**config.mk**
```make
export PLATFORM = sky130hd
export DESIGN_NAME = scc_ctrl
export DESIGN_NICKNAME = d
export VERILOG_FILES = /design/src/rtl/scc_pkg.sv /design/src/rtl/scc_tag_copy.sv /design/src/rtl/scc_line_state.sv /design/src/rtl/scc_ctrl.sv
export SDC_FILE = /design/constraint.sdc
export NUM_CORES = 2
export LEC_CHECK = 0
export BUFFER_PORTS_ARGS = -buffer_cell sky130_fd_sc_hd__buf_2
export CORE_MARGIN = 2
export CORE_UTILIZATION = 60
export DETAILED_ROUTE_END_ITERATION = 8
export GPL_TIMING_DRIVEN = 1
export PLACE_DENSITY = 0.76
export SYNTH_ARGS = -nofsm -noshare
export SYNTH_HDL_FRONTEND = slang
export SYNTH_HIERARCHICAL = 1
export SYNTH_SLANG_ARGS = --single-unit
```
**constraint.sdc**
```tcl
create_clock -name clk -period 6.6 [get_ports clk]
set_input_delay 0 -clock clk [delete_from_list [all_inputs] [get_ports clk]]
set_output_delay 0 -clock clk [all_outputs]
set_load 0.03 [all_outputs]
```
**src/rtl/scc_pkg.sv**
```systemverilog
package scc_pkg;
  typedef enum logic [2:0] {
    ST_IDLE, ST_LOOK, ST_WBACK, ST_FILL, ST_BYPASS, ST_FINISH
  } ctrl_st_t;

  localparam logic [1:0] SNP_NONE  = 2'd0;
  localparam logic [1:0] SNP_WRITE = 2'd1;
  localparam logic [1:0] SNP_READ  = 2'd2;
  localparam logic [1:0] SNP_BLOCK = 2'd3;

  localparam logic [1:0] LANE_BOTH = 2'b11;
  localparam logic [1:0] LANE_ADDR = 2'b10;
  localparam logic [1:0] LANE_DATA = 2'b01;
endpackage

```
**src/rtl/scc_tag_copy.sv**
```systemverilog
module scc_tag_copy #(
  parameter int IDX_W = 6,
  parameter int TAG_W = 20
) (
  input  logic             clk,
  input  logic             wr_en,
  input  logic [IDX_W-1:0] wr_idx,
  input  logic [TAG_W-1:0] wr_tag,
  input  logic [IDX_W-1:0] rd_idx,
  output logic [TAG_W-1:0] rd_tag
);
  localparam int LINES = 1 << IDX_W;
  logic [TAG_W-1:0] tags [LINES];

  always_ff @(posedge clk) begin
    if (wr_en) tags[wr_idx] <= wr_tag;
  end

  assign rd_tag = tags[rd_idx];
endmodule

```
**src/rtl/scc_line_state.sv**
```systemverilog
module scc_line_state #(
  parameter int IDX_W = 6
) (
  input  logic             clk,
  input  logic             rst_n,
  input  logic             fill_en,
  input  logic             fill_dirty,
  input  logic             mark_dirty,
  input  logic [IDX_W-1:0] cpu_idx,
  input  logic             inval_en,
  input  logic [IDX_W-1:0] snp_idx,
  output logic             cpu_valid,
  output logic             cpu_dirty,
  output logic             snp_valid_bit,
  output logic             snp_dirty_bit
);
  localparam int LINES = 1 << IDX_W;
  logic [LINES-1:0] valid_q, dirty_q;

  // Priority at one edge: refill beats invalidate beats store-dirty.
  always_ff @(posedge clk) begin
    if (!rst_n) begin
      valid_q <= '0;
      dirty_q <= '0;
    end else begin
      if (mark_dirty) dirty_q[cpu_idx] <= 1'b1;
      if (inval_en)   valid_q[snp_idx] <= 1'b0;
      if (fill_en) begin
        valid_q[cpu_idx] <= 1'b1;
        dirty_q[cpu_idx] <= fill_dirty;
      end
    end
  end

  assign cpu_valid     = valid_q[cpu_idx];
  assign cpu_dirty     = dirty_q[cpu_idx];
  assign snp_valid_bit = valid_q[snp_idx];
  assign snp_dirty_bit = dirty_q[snp_idx];
endmodule

```
**src/rtl/scc_ctrl.sv**
```systemverilog
module scc_ctrl
  import scc_pkg::*;
#(
  parameter int IDX_W  = 6,
  parameter int TAG_W  = 20,
  parameter int BEAT_W = 2
) (
  input  logic                    clk,
  input  logic                    rst_n,
  input  logic                    cpu_req_valid,
  output logic                    cpu_req_ready,
  input  logic                    cpu_req_write,
  input  logic                    cpu_req_dw,
  input  logic                    cpu_req_word,
  input  logic                    cpu_req_cacheable,
  input  logic [IDX_W-1:0]        cpu_req_index,
  input  logic [BEAT_W-1:0]       cpu_req_beat,
  input  logic [TAG_W-1:0]        cpu_req_ppn,
  output logic                    cpu_done,
  output logic                    cpu_stall,
  output logic                    dram_en,
  output logic                    dram_we,
  output logic [IDX_W+BEAT_W-1:0] dram_addr,
  output logic                    mem_req,
  output logic                    mem_write,
  output logic [TAG_W+IDX_W-1:0]  mem_addr,
  output logic [BEAT_W-1:0]       mem_beat,
  output logic [1:0]              mem_lane,
  input  logic                    mem_ack,
  input  logic                    mem_err,
  input  logic                    snp_valid,
  input  logic [1:0]              snp_cmd,
  input  logic [IDX_W-1:0]        snp_index,
  input  logic [TAG_W-1:0]        snp_ppn,
  output logic                    snp_hit,
  output logic                    snp_supply
);
  localparam logic [BEAT_W-1:0] LAST_BEAT = {BEAT_W{1'b1}};
  localparam int NCOPY = 2;

  ctrl_st_t st_q, st_d;
  logic [IDX_W-1:0]  r_idx;
  logic [TAG_W-1:0]  r_ppn;
  logic [BEAT_W-1:0] r_beat, cnt_q;
  logic r_write, r_dw, r_word, r_ca;

  logic [IDX_W-1:0] tag_ra [NCOPY];
  logic [TAG_W-1:0] tag_rd [NCOPY];
  logic fill_en, mark_dirty, inval_en;
  logic l_valid, l_dirty, s_valid, s_dirty;
  logic cpu_hit, snp_match, accept;

  assign tag_ra[0] = r_idx;
  assign tag_ra[1] = snp_index;

  // Processor and snoop tag copies: separate read ports, common write.
  for (genvar g = 0; g < NCOPY; g++) begin : g_tag
    scc_tag_copy #(.IDX_W(IDX_W), .TAG_W(TAG_W)) u_copy (
      .clk(clk), .wr_en(fill_en), .wr_idx(r_idx), .wr_tag(r_ppn),
      .rd_idx(tag_ra[g]), .rd_tag(tag_rd[g])
    );
  end

  scc_line_state #(.IDX_W(IDX_W)) u_state (
    .clk(clk), .rst_n(rst_n), .fill_en(fill_en), .fill_dirty(r_write),
    .mark_dirty(mark_dirty), .cpu_idx(r_idx), .inval_en(inval_en),
    .snp_idx(snp_index), .cpu_valid(l_valid), .cpu_dirty(l_dirty),
    .snp_valid_bit(s_valid), .snp_dirty_bit(s_dirty)
  );

  assign cpu_hit   = l_valid && (tag_rd[0] == r_ppn);
  assign snp_match = snp_valid && (snp_cmd != SNP_NONE) && s_valid &&
                     (tag_rd[1] == snp_ppn);
  assign inval_en  = snp_match && (snp_cmd == SNP_WRITE);
  assign accept    = cpu_req_valid && cpu_req_ready;

  always_comb begin
    st_d          = st_q;
    cpu_req_ready = 1'b0;
    cpu_done      = 1'b0;
    cpu_stall     = 1'b0;
    dram_en       = 1'b0;
    dram_we       = 1'b0;
    dram_addr     = {r_idx, r_beat};
    mem_req       = 1'b0;
    mem_write     = 1'b0;
    mem_addr      = {r_ppn, r_idx};
    mem_beat      = cnt_q;
    mem_lane      = LANE_BOTH;
    fill_en       = 1'b0;
    mark_dirty    = 1'b0;
    unique case (st_q)
      ST_IDLE: begin
        cpu_req_ready = 1'b1;
        if (cpu_req_valid) st_d = ST_LOOK;
      end
      ST_LOOK: begin
        if (!r_ca) begin
          cpu_stall = 1'b1;
          st_d      = ST_BYPASS;
        end else if (cpu_hit) begin
          cpu_done   = 1'b1;
          dram_en    = 1'b1;
          dram_we    = r_write;
          mark_dirty = r_write;
          st_d       = ST_IDLE;
        end else begin
          cpu_stall = 1'b1;
          st_d      = (l_valid && l_dirty) ? ST_WBACK : ST_FILL;
        end
      end
      ST_WBACK: begin
        cpu_stall = 1'b1;
        mem_req   = 1'b1;
        mem_write = 1'b1;
        mem_addr  = {tag_rd[0], r_idx};
        dram_en   = 1'b1;
        dram_addr = {r_idx, cnt_q};
        if (mem_ack && !mem_err && cnt_q == LAST_BEAT) st_d = ST_FILL;
      end
      ST_FILL: begin
        cpu_stall = 1'b1;
        mem_req   = 1'b1;
        dram_en   = mem_ack;
        dram_we   = mem_ack;
        dram_addr = {r_idx, cnt_q};
        if (mem_ack && !mem_err && cnt_q == LAST_BEAT) st_d = ST_FINISH;
      end
      ST_FINISH: begin
        cpu_stall = 1'b1;
        cpu_done  = 1'b1;
        dram_en   = 1'b1;
        dram_we   = r_write;
        fill_en   = 1'b1;
        st_d      = ST_IDLE;
      end
      ST_BYPASS: begin
        cpu_stall = 1'b1;
        mem_req   = 1'b1;
        mem_write = r_write;
        mem_beat  = r_beat;
        mem_lane  = r_dw ? LANE_BOTH : (r_word ? LANE_ADDR : LANE_DATA);
        if (mem_ack && !mem_err) begin
          cpu_done = 1'b1;
          st_d     = ST_IDLE;
        end
      end
      default: st_d = ST_IDLE;
    endcase
  end

  always_ff @(posedge clk) begin
    if (!rst_n) begin
      st_q       <= ST_IDLE;
      cnt_q      <= '0;
      r_idx      <= '0;
      r_ppn      <= '0;
      r_beat     <= '0;
      r_write    <= 1'b0;
      r_dw       <= 1'b0;
      r_word     <= 1'b0;
      r_ca       <= 1'b0;
      snp_hit    <= 1'b0;
      snp_supply <= 1'b0;
    end else begin
      st_q <= st_d;
      if (st_d != st_q) cnt_q <= '0;
      else if (mem_ack && (st_q == ST_WBACK || st_q == ST_FILL))
        cnt_q <= cnt_q + 1'b1;  // wraps to 0 when a flagged block restarts
      if (accept) begin
        r_idx   <= cpu_req_index;
        r_ppn   <= cpu_req_ppn;
        r_beat  <= cpu_req_beat;
        r_write <= cpu_req_write;
        r_dw    <= cpu_req_dw;
        r_word  <= cpu_req_word;
        r_ca    <= cpu_req_cacheable;
      end
      snp_hit    <= snp_match;
      snp_supply <= snp_match && s_dirty && (snp_cmd == SNP_BLOCK);
    end
  end
endmodule

```
# == After elaboration in Yosys (flattened, before gate mapping) ==
# Memory sizes are Yosys's and may differ from the RTL's. A register that Yosys moved wholly into a read port is not among the register bits.
# Cells that the tools add are included.
# op_classes
n_mux,53
reduce_logical,23
n_addsub,1
bitwise_logic,5
order_cmp,4
eq_ne,11
# op_table
cell,n
64-bit two-way mux,6
64-bit bitwise OR,2
64-bit AND,1
64-bit bitwise mux,1
64-bit NOT,1
20-bit equality test,2
26-bit two-way mux,1
1-bit binary-select mux with 6-bit select,4
1-bit two-way mux,20
3-bit two-way mux,5
3-bit one-hot mux with 5 select lines,1
1-bit logical AND,14
"6-bit by 7-bit < comparator with 1-bit output, second input constant",2
1-bit demux with 6-bit select,2
"6-bit by 1-bit >= comparator with 1-bit output, second input constant",2
2-bit two-way mux,6
6-bit two-way mux,2
1-bit one-hot mux with 3 select lines,3
"3-bit by 2-bit equality test with 1-bit output, second input constant",2
"3-bit equality test, second input constant",2
2-bit OR reduction,3
"2-bit equality test, second input constant",2
1-bit one-hot mux with 2 select lines,2
4-bit OR reduction,1
other kinds (10),10
# totals
ramBits,2560
ff_bits,167
input_bits,66
wordCells,112
mem_count,2
out_inout_bits,47
# mem_list
name,words,word_bits,rd,rd_ports_with_merged_regs,write_ports,line,source
g_tag[0].u_copy.tags,64,20,1,1,1,scc_tag_copy.sv:13,logic [TAG_W-1:0] tags [LINES];
g_tag[1].u_copy.tags,64,20,1,0,1,scc_tag_copy.sv:13,

# == Logic depth before layout (Yosys ltp) ==
# depth
word_depth,10
mapped_depth,21
ltp_nobuf,14

# == Cells and area by module ==
# Netlist, hierarchy kept.
# by_module_without_submodules
module,instances,area_per_inst_um2,cells_per_inst,seq_area_each_um2
scc_tag_copy,2,49094.6,2223,38436.9
scc_line_state,1,7413.4,916,2562.5
scc_ctrl,1,2467.4,310,780.7

# == Worst setup path before layout ==
# OpenSTA, ideal clock, no wires.
# synth_path
kind,reg2reg
start,reg r_idx[0]
end,reg u_state.dirty_q[10]
setup_time_ns,0.066
required_time_ns,6.534
slack_ns,1.739
n_path_buf,4
arrival_time_ns,4.795
synth_period_minus_slack_ns,4.861
path_stages_with_launch,19
path_cell_list,dfxtp_1 > buf_6 > buf_4 > buf_2 > mux4_2 > mux2i_1 > nor2_1 > a211oi_1 > nor3_1 > xor2_1 > nor4_1 > nand4_1 > or4_1 > clkbuf_2 > nor2_1 > nor2_1 > nor4_1 > a21oi_1 > nor2_1
# synth_between
elab_chain_len,10
word_cells_on_any_way,16
classes_between,order compare: 2; mux: 11; bitwise: 1; reduce/logical: 2
# synth_rtl
element,line,source
start: declaration,scc_ctrl.sv:42,logic [IDX_W-1:0] r_idx;
start signal: assignment,scc_ctrl.sv:171,r_idx <= cpu_req_index;
1-bit binary-select mux with 6-bit select (*),scc_line_state.sv:35,assign cpu_valid = valid_q[cpu_idx];
1-bit two-way mux (implied by the code) (*),scc_line_state.sv:35,
1-bit logical AND (*),scc_ctrl.sv:71,assign cpu_hit = l_valid && (tag_rd[0] == r_ppn);
1-bit two-way mux (*),scc_ctrl.sv:101,end else if (cpu_hit) begin
1-bit two-way mux (*),scc_ctrl.sv:98,if (!r_ca) begin
1-bit two-way mux (*),scc_ctrl.sv:92,unique case (st_q)
via mark_dirty,scc_ctrl.sv:49,"logic fill_en, mark_dirty, inval_en;"
64-bit two-way mux (*),scc_line_state.sv:26,if (mark_dirty) dirty_q[cpu_idx] <= 1'b1;
64-bit two-way mux (*),scc_line_state.sv:22,if (!rst_n) begin
64-bit bitwise mux,scc_line_state.sv:30,dirty_q[cpu_idx] <= fill_dirty;
64-bit two-way mux (*),scc_line_state.sv:28,if (fill_en) begin
end signal: indexed assignment,scc_line_state.sv:30,
end: declaration,scc_line_state.sv:18,"logic [LINES-1:0] valid_q, dirty_q;"
# The timed path passes the listed nets; every way through them passes the cells marked *. The select of a mux whose other input is x is not followed.
# A chain may end at the register's enable or synchronous reset.

# == Worst setup path after layout ==
# layout_path
start,reg r_idx[0]
end,out cpu_done
# layout_between
elab_chain_len,6
# layout_rtl
element,line,source
1-bit binary-select mux with 6-bit select,scc_line_state.sv:35,
1-bit two-way mux (implied by the code),scc_line_state.sv:35,
1-bit logical AND,scc_ctrl.sv:71,
1-bit two-way mux,scc_ctrl.sv:101,
1-bit two-way mux,scc_ctrl.sv:98,
1-bit one-hot mux with 3 select lines,scc_ctrl.sv:92,
end: declaration,scc_ctrl.sv:19,"output logic cpu_done,"
# Every way passes these cells. The select of a mux whose other input is x is not followed.

==> flow_metrics.py <==
metrics = {
    "run": {
        "maxCapViolations": 0,
    },
    "logic_synthesis": {
        "netlist_top_cells_area": "edfxtp_1, mux4_2, mux2i_1",
        "synth_mux_area_share_pct": 15.3,
        "async_reset_ff_share_pct": 0,
        "synth_xor_area_share_pct": 0.332,
        "synth_nets": 5739,
        "yosys.area_share.simple_pct": 3.01,
        "synth_edf_count": 2560,
        "synth_top_area_cell": "edfxtp_1",
        "syn_avg_cell_area_um2": 19.1,
        "ys.flop_type": "edfxtp_1",
        "ys_ff_latch": 2727,
        "synth-seq-area-share_pct": 74.2,
        "yosys.area_share.adder_pct": 0.0116,
        "syn_inst": 5672,
        "ys_warn_count": 6,
        "synth_top_family_by_area": "multiplexers",
        "yosysTopAreaCellShare_pct": 71.1,
        "synth_compound_area_share_pct": 5.38,
        "ys_types": 69,
        "synth_area_um2": 108000,
    },
    "timing": {
        "rsz0062_at_grt": "false",
        "timing.fmax_mhz": 162,
        "setup_viol": 0,
        "maxSlewHeadroom_pct": 8.54,
        "fin_crit_ns": 6.18,
        "worst_slack_ns": 0.422,
        "slew_viol_final": 0,
        "hold_viol_final": 0,
        "finalClockSkew_ns": 0.0671,
        "final.setup.tns_ns": 0,
        "worst_pin_slew_ns": 1.37,
        "period_share_pct": 93.6,
    },
    "cts": {
        "cts_root_buf": "clkbuf_16",
        "clk_latency_ns": 0.92,
        "cts_tree": "built",
        "cts_resized": 0,
        "cts.path.max_buffers": 4,
        "htreeDepth": 5,
        "cts_buffers": 284,
        "cts.sinks": 2727,
        "clkTransAtPathRegs_ns": 0.06,
    },
    "final_layout": {
        "syn2layout_area_growth_pct": 13.5,
        "finalCoreUtilization_pct": 68.7,
        "drive_gt1_share_pct": 24.8,
        "nets": 6178,
    },
    "placed_design": {
        "portBuffers": 112,
        "gp_congestion": 0.929,
        "hpwl_um": 163000,
        "dp_slack_ns": 0.849,
    },
    "global_routing": {
        "overflow": 0,
        "grt_use_total_pct": 31.1,
        "grt_max_degree": 110,
        "antenna_found_initial": 11,
        "grt_pass1_vias": 59300,
        "grt_pass1_wl_um": 413000,
    },
    "floorplan": {
        "coreArea_um2": 179000,
        "die_h_um": 428,
        "io_pins": 113,
        "rows": 155,
        "dieWidth_um": 428,
        "die_area_um2": 184000,
        "start_util_pct": 60.5,
    },
    "routing": {
        "dr.pass1.iters": 8,
        "vias_per_cell": 6.94,
        "drc": 0,
        "vias": 60200,
        "drt-total-wl_um": 287000,
        "ant_nets": 0,
        "drt_iter0_drc": 8955,
        "wl_per_cell_um": 33.1,
    },
    "setup_path": {
        "worstPathArrival_ns": 6.18,
        "crit_fanout": 30,
        "slowest_stage": "or4_1",
        "worstPathRequired_ns": 6.60,
        "critPathTopFamily": "simple AND/OR/NAND/NOR gates",
        "cp-end-kind": "output pin",
        "path_buf_inv": 3,
        "path_class": "reg2out",
        "cp_cell_sequence": "buf_12 > buf_12 > mux4_2 > mux4_2 > o22ai_1 > nor3_1 > xor2_1 > nor4_1 > nand4_1 > or4_1 > o21ai_0 > buf_2",
        "slowest_delay_ns": 0.83,
        "start_kind": "register",
    },
    "status": {
        "status": "finished, final reports clean",
    },
    "power": {
        "peakVddDrop_mv": 0.394,
        "power_w": 0.0370,
        "p_per_area_nw_per_um2": 301,
        "p_leak_nw": 38.6,
    },
    "worst_hold_path": {
        "min_path_type": "in2reg",
    },
}
[layout by cell type, fill, tap and decap left out, drive strengths merged, types with 29 or more instances in the layout]
cell type / count
edfxtp: 2560
mux4: 541
buf: 399
mux2i: 380
clkbuf: 346
nor2: 235
nand2: 195
o21ai: 194
dfxtp: 167
a22oi: 143
dlygate4sd3: 131
o22ai: 112
a21boi: 95
clkinv: 95
a21oi: 72
a31oi: 69
a221oi: 50
mux2: 45
and3: 41
nor2b: 33
o31ai: 32
a21o: 31
nand3: 30
nand3b: 29
[layout make-up]
| type | count | area, µm² |
|---|---|---|
| multi-input combinational | 2559 | 26300 |
| clock buffer | 346 | 7520 |
| sequential | 2727 | 80300 |
| tap | 2355 | 2950 |
| antenna | 4 | 10.0 |
| fill | 10800 | 55900 |
| timing repair buffer | 530 | 4320 |
| inverter | 9 | 33.8 |
| clock inverter | 132 | 1260 |
[report_power, final]
| part | internal [W] | switching, W |
|---|---|---|
| combinational | 0.000846 | 0.00154 |
| clock | 0.00904 | 0.00636 |
| sequential | 0.0190 | 0.000165 |
| total | 0.0289 | 0.00806 |
[synth_stat cells, drive strengths merged (14+ instances only)]
cell type / number
xor2: 24
edfxtp: 2560
and2: 21
a221oi: 50
nand2: 195
clkbuf: 175
dfxtp: 167
mux4: 541
mux2: 45
nor3: 19
a22oi: 143
o31ai: 32
o21ai: 194
and3: 41
xnor2: 17
nand3: 30
o221a: 16
o22ai: 112
a21oi: 72
nand3b: 29
mux2i: 380
a21o: 31
nor2b: 33
buf: 202
a31oi: 69
nor2: 235
a21boi: 95
nand2b: 14
[worst min-delay path: stages]
cell and delay [ns]:
dlygate4sd3_1 0.54, buf_2 0.16, nand2_1 0.13, xor2_1 0.09, nor2_1 0.07
[registers in the layout, summed over array words and instances, names as in the netlist]
name               count
r_ppn                 20
r_beat                 2
r_dw                   1
r_write                1
r_word                 1
cnt_q                  2
r_idx                  6
r_ca                   1
snp_hit                1
g_tag.u_copy/tags   2560
u_state/dirty_q       64
snp_supply             1
st_q                   3
u_state/valid_q       64
[kinds of logic after synthesis]
| kind of cell | Yosys count |
|---|---|
| mux | 966 |
| flops | 2727 |
| fa+ha+maj | 1 |
| compound gates | 869 |
| xor+xnor | 41 |
| buf+inv | 386 |
| simple gates | 682 |
[path summary, 6_finish.rpt]
check,start,endpoint,slack (ns),cells past startpoint
hold reg to reg,u_state/valid_q[63],u_state/valid_q[63],0.50,2
hold / removal,mem_ack,cnt_q[0],0.15,5
setup / recovery,r_idx[0],cpu_done,0.42,12
setup reg to reg,r_idx[0],u_state/dirty_q[50],0.44,16
[layer usage]
metal	wire, µm	track usage, %
met1	103000	42.5
met2	136000	48.6
met3	31000	5.63
met4	16900	16.1
met5	27	0
[repair_timing]
action / 4_1_cts / 5_1_grt
buffers inserted: 0 / 0
hold buffers: 131 / 0
hold endpoints to repair: 83 / 0
[stage by stage]
stage	hold WS (ns)	std cells	cell area, µm²
finish	0.150	8662	123000
detailed placement	0.244	8049	113000
global placement	0.243	8049	113000
CTS	0.0370	8658	123000
floorplan	0.134	5672	108000
global route	0.139	8661	123000
No activity file was read; power rests on OpenSTA's default activity.
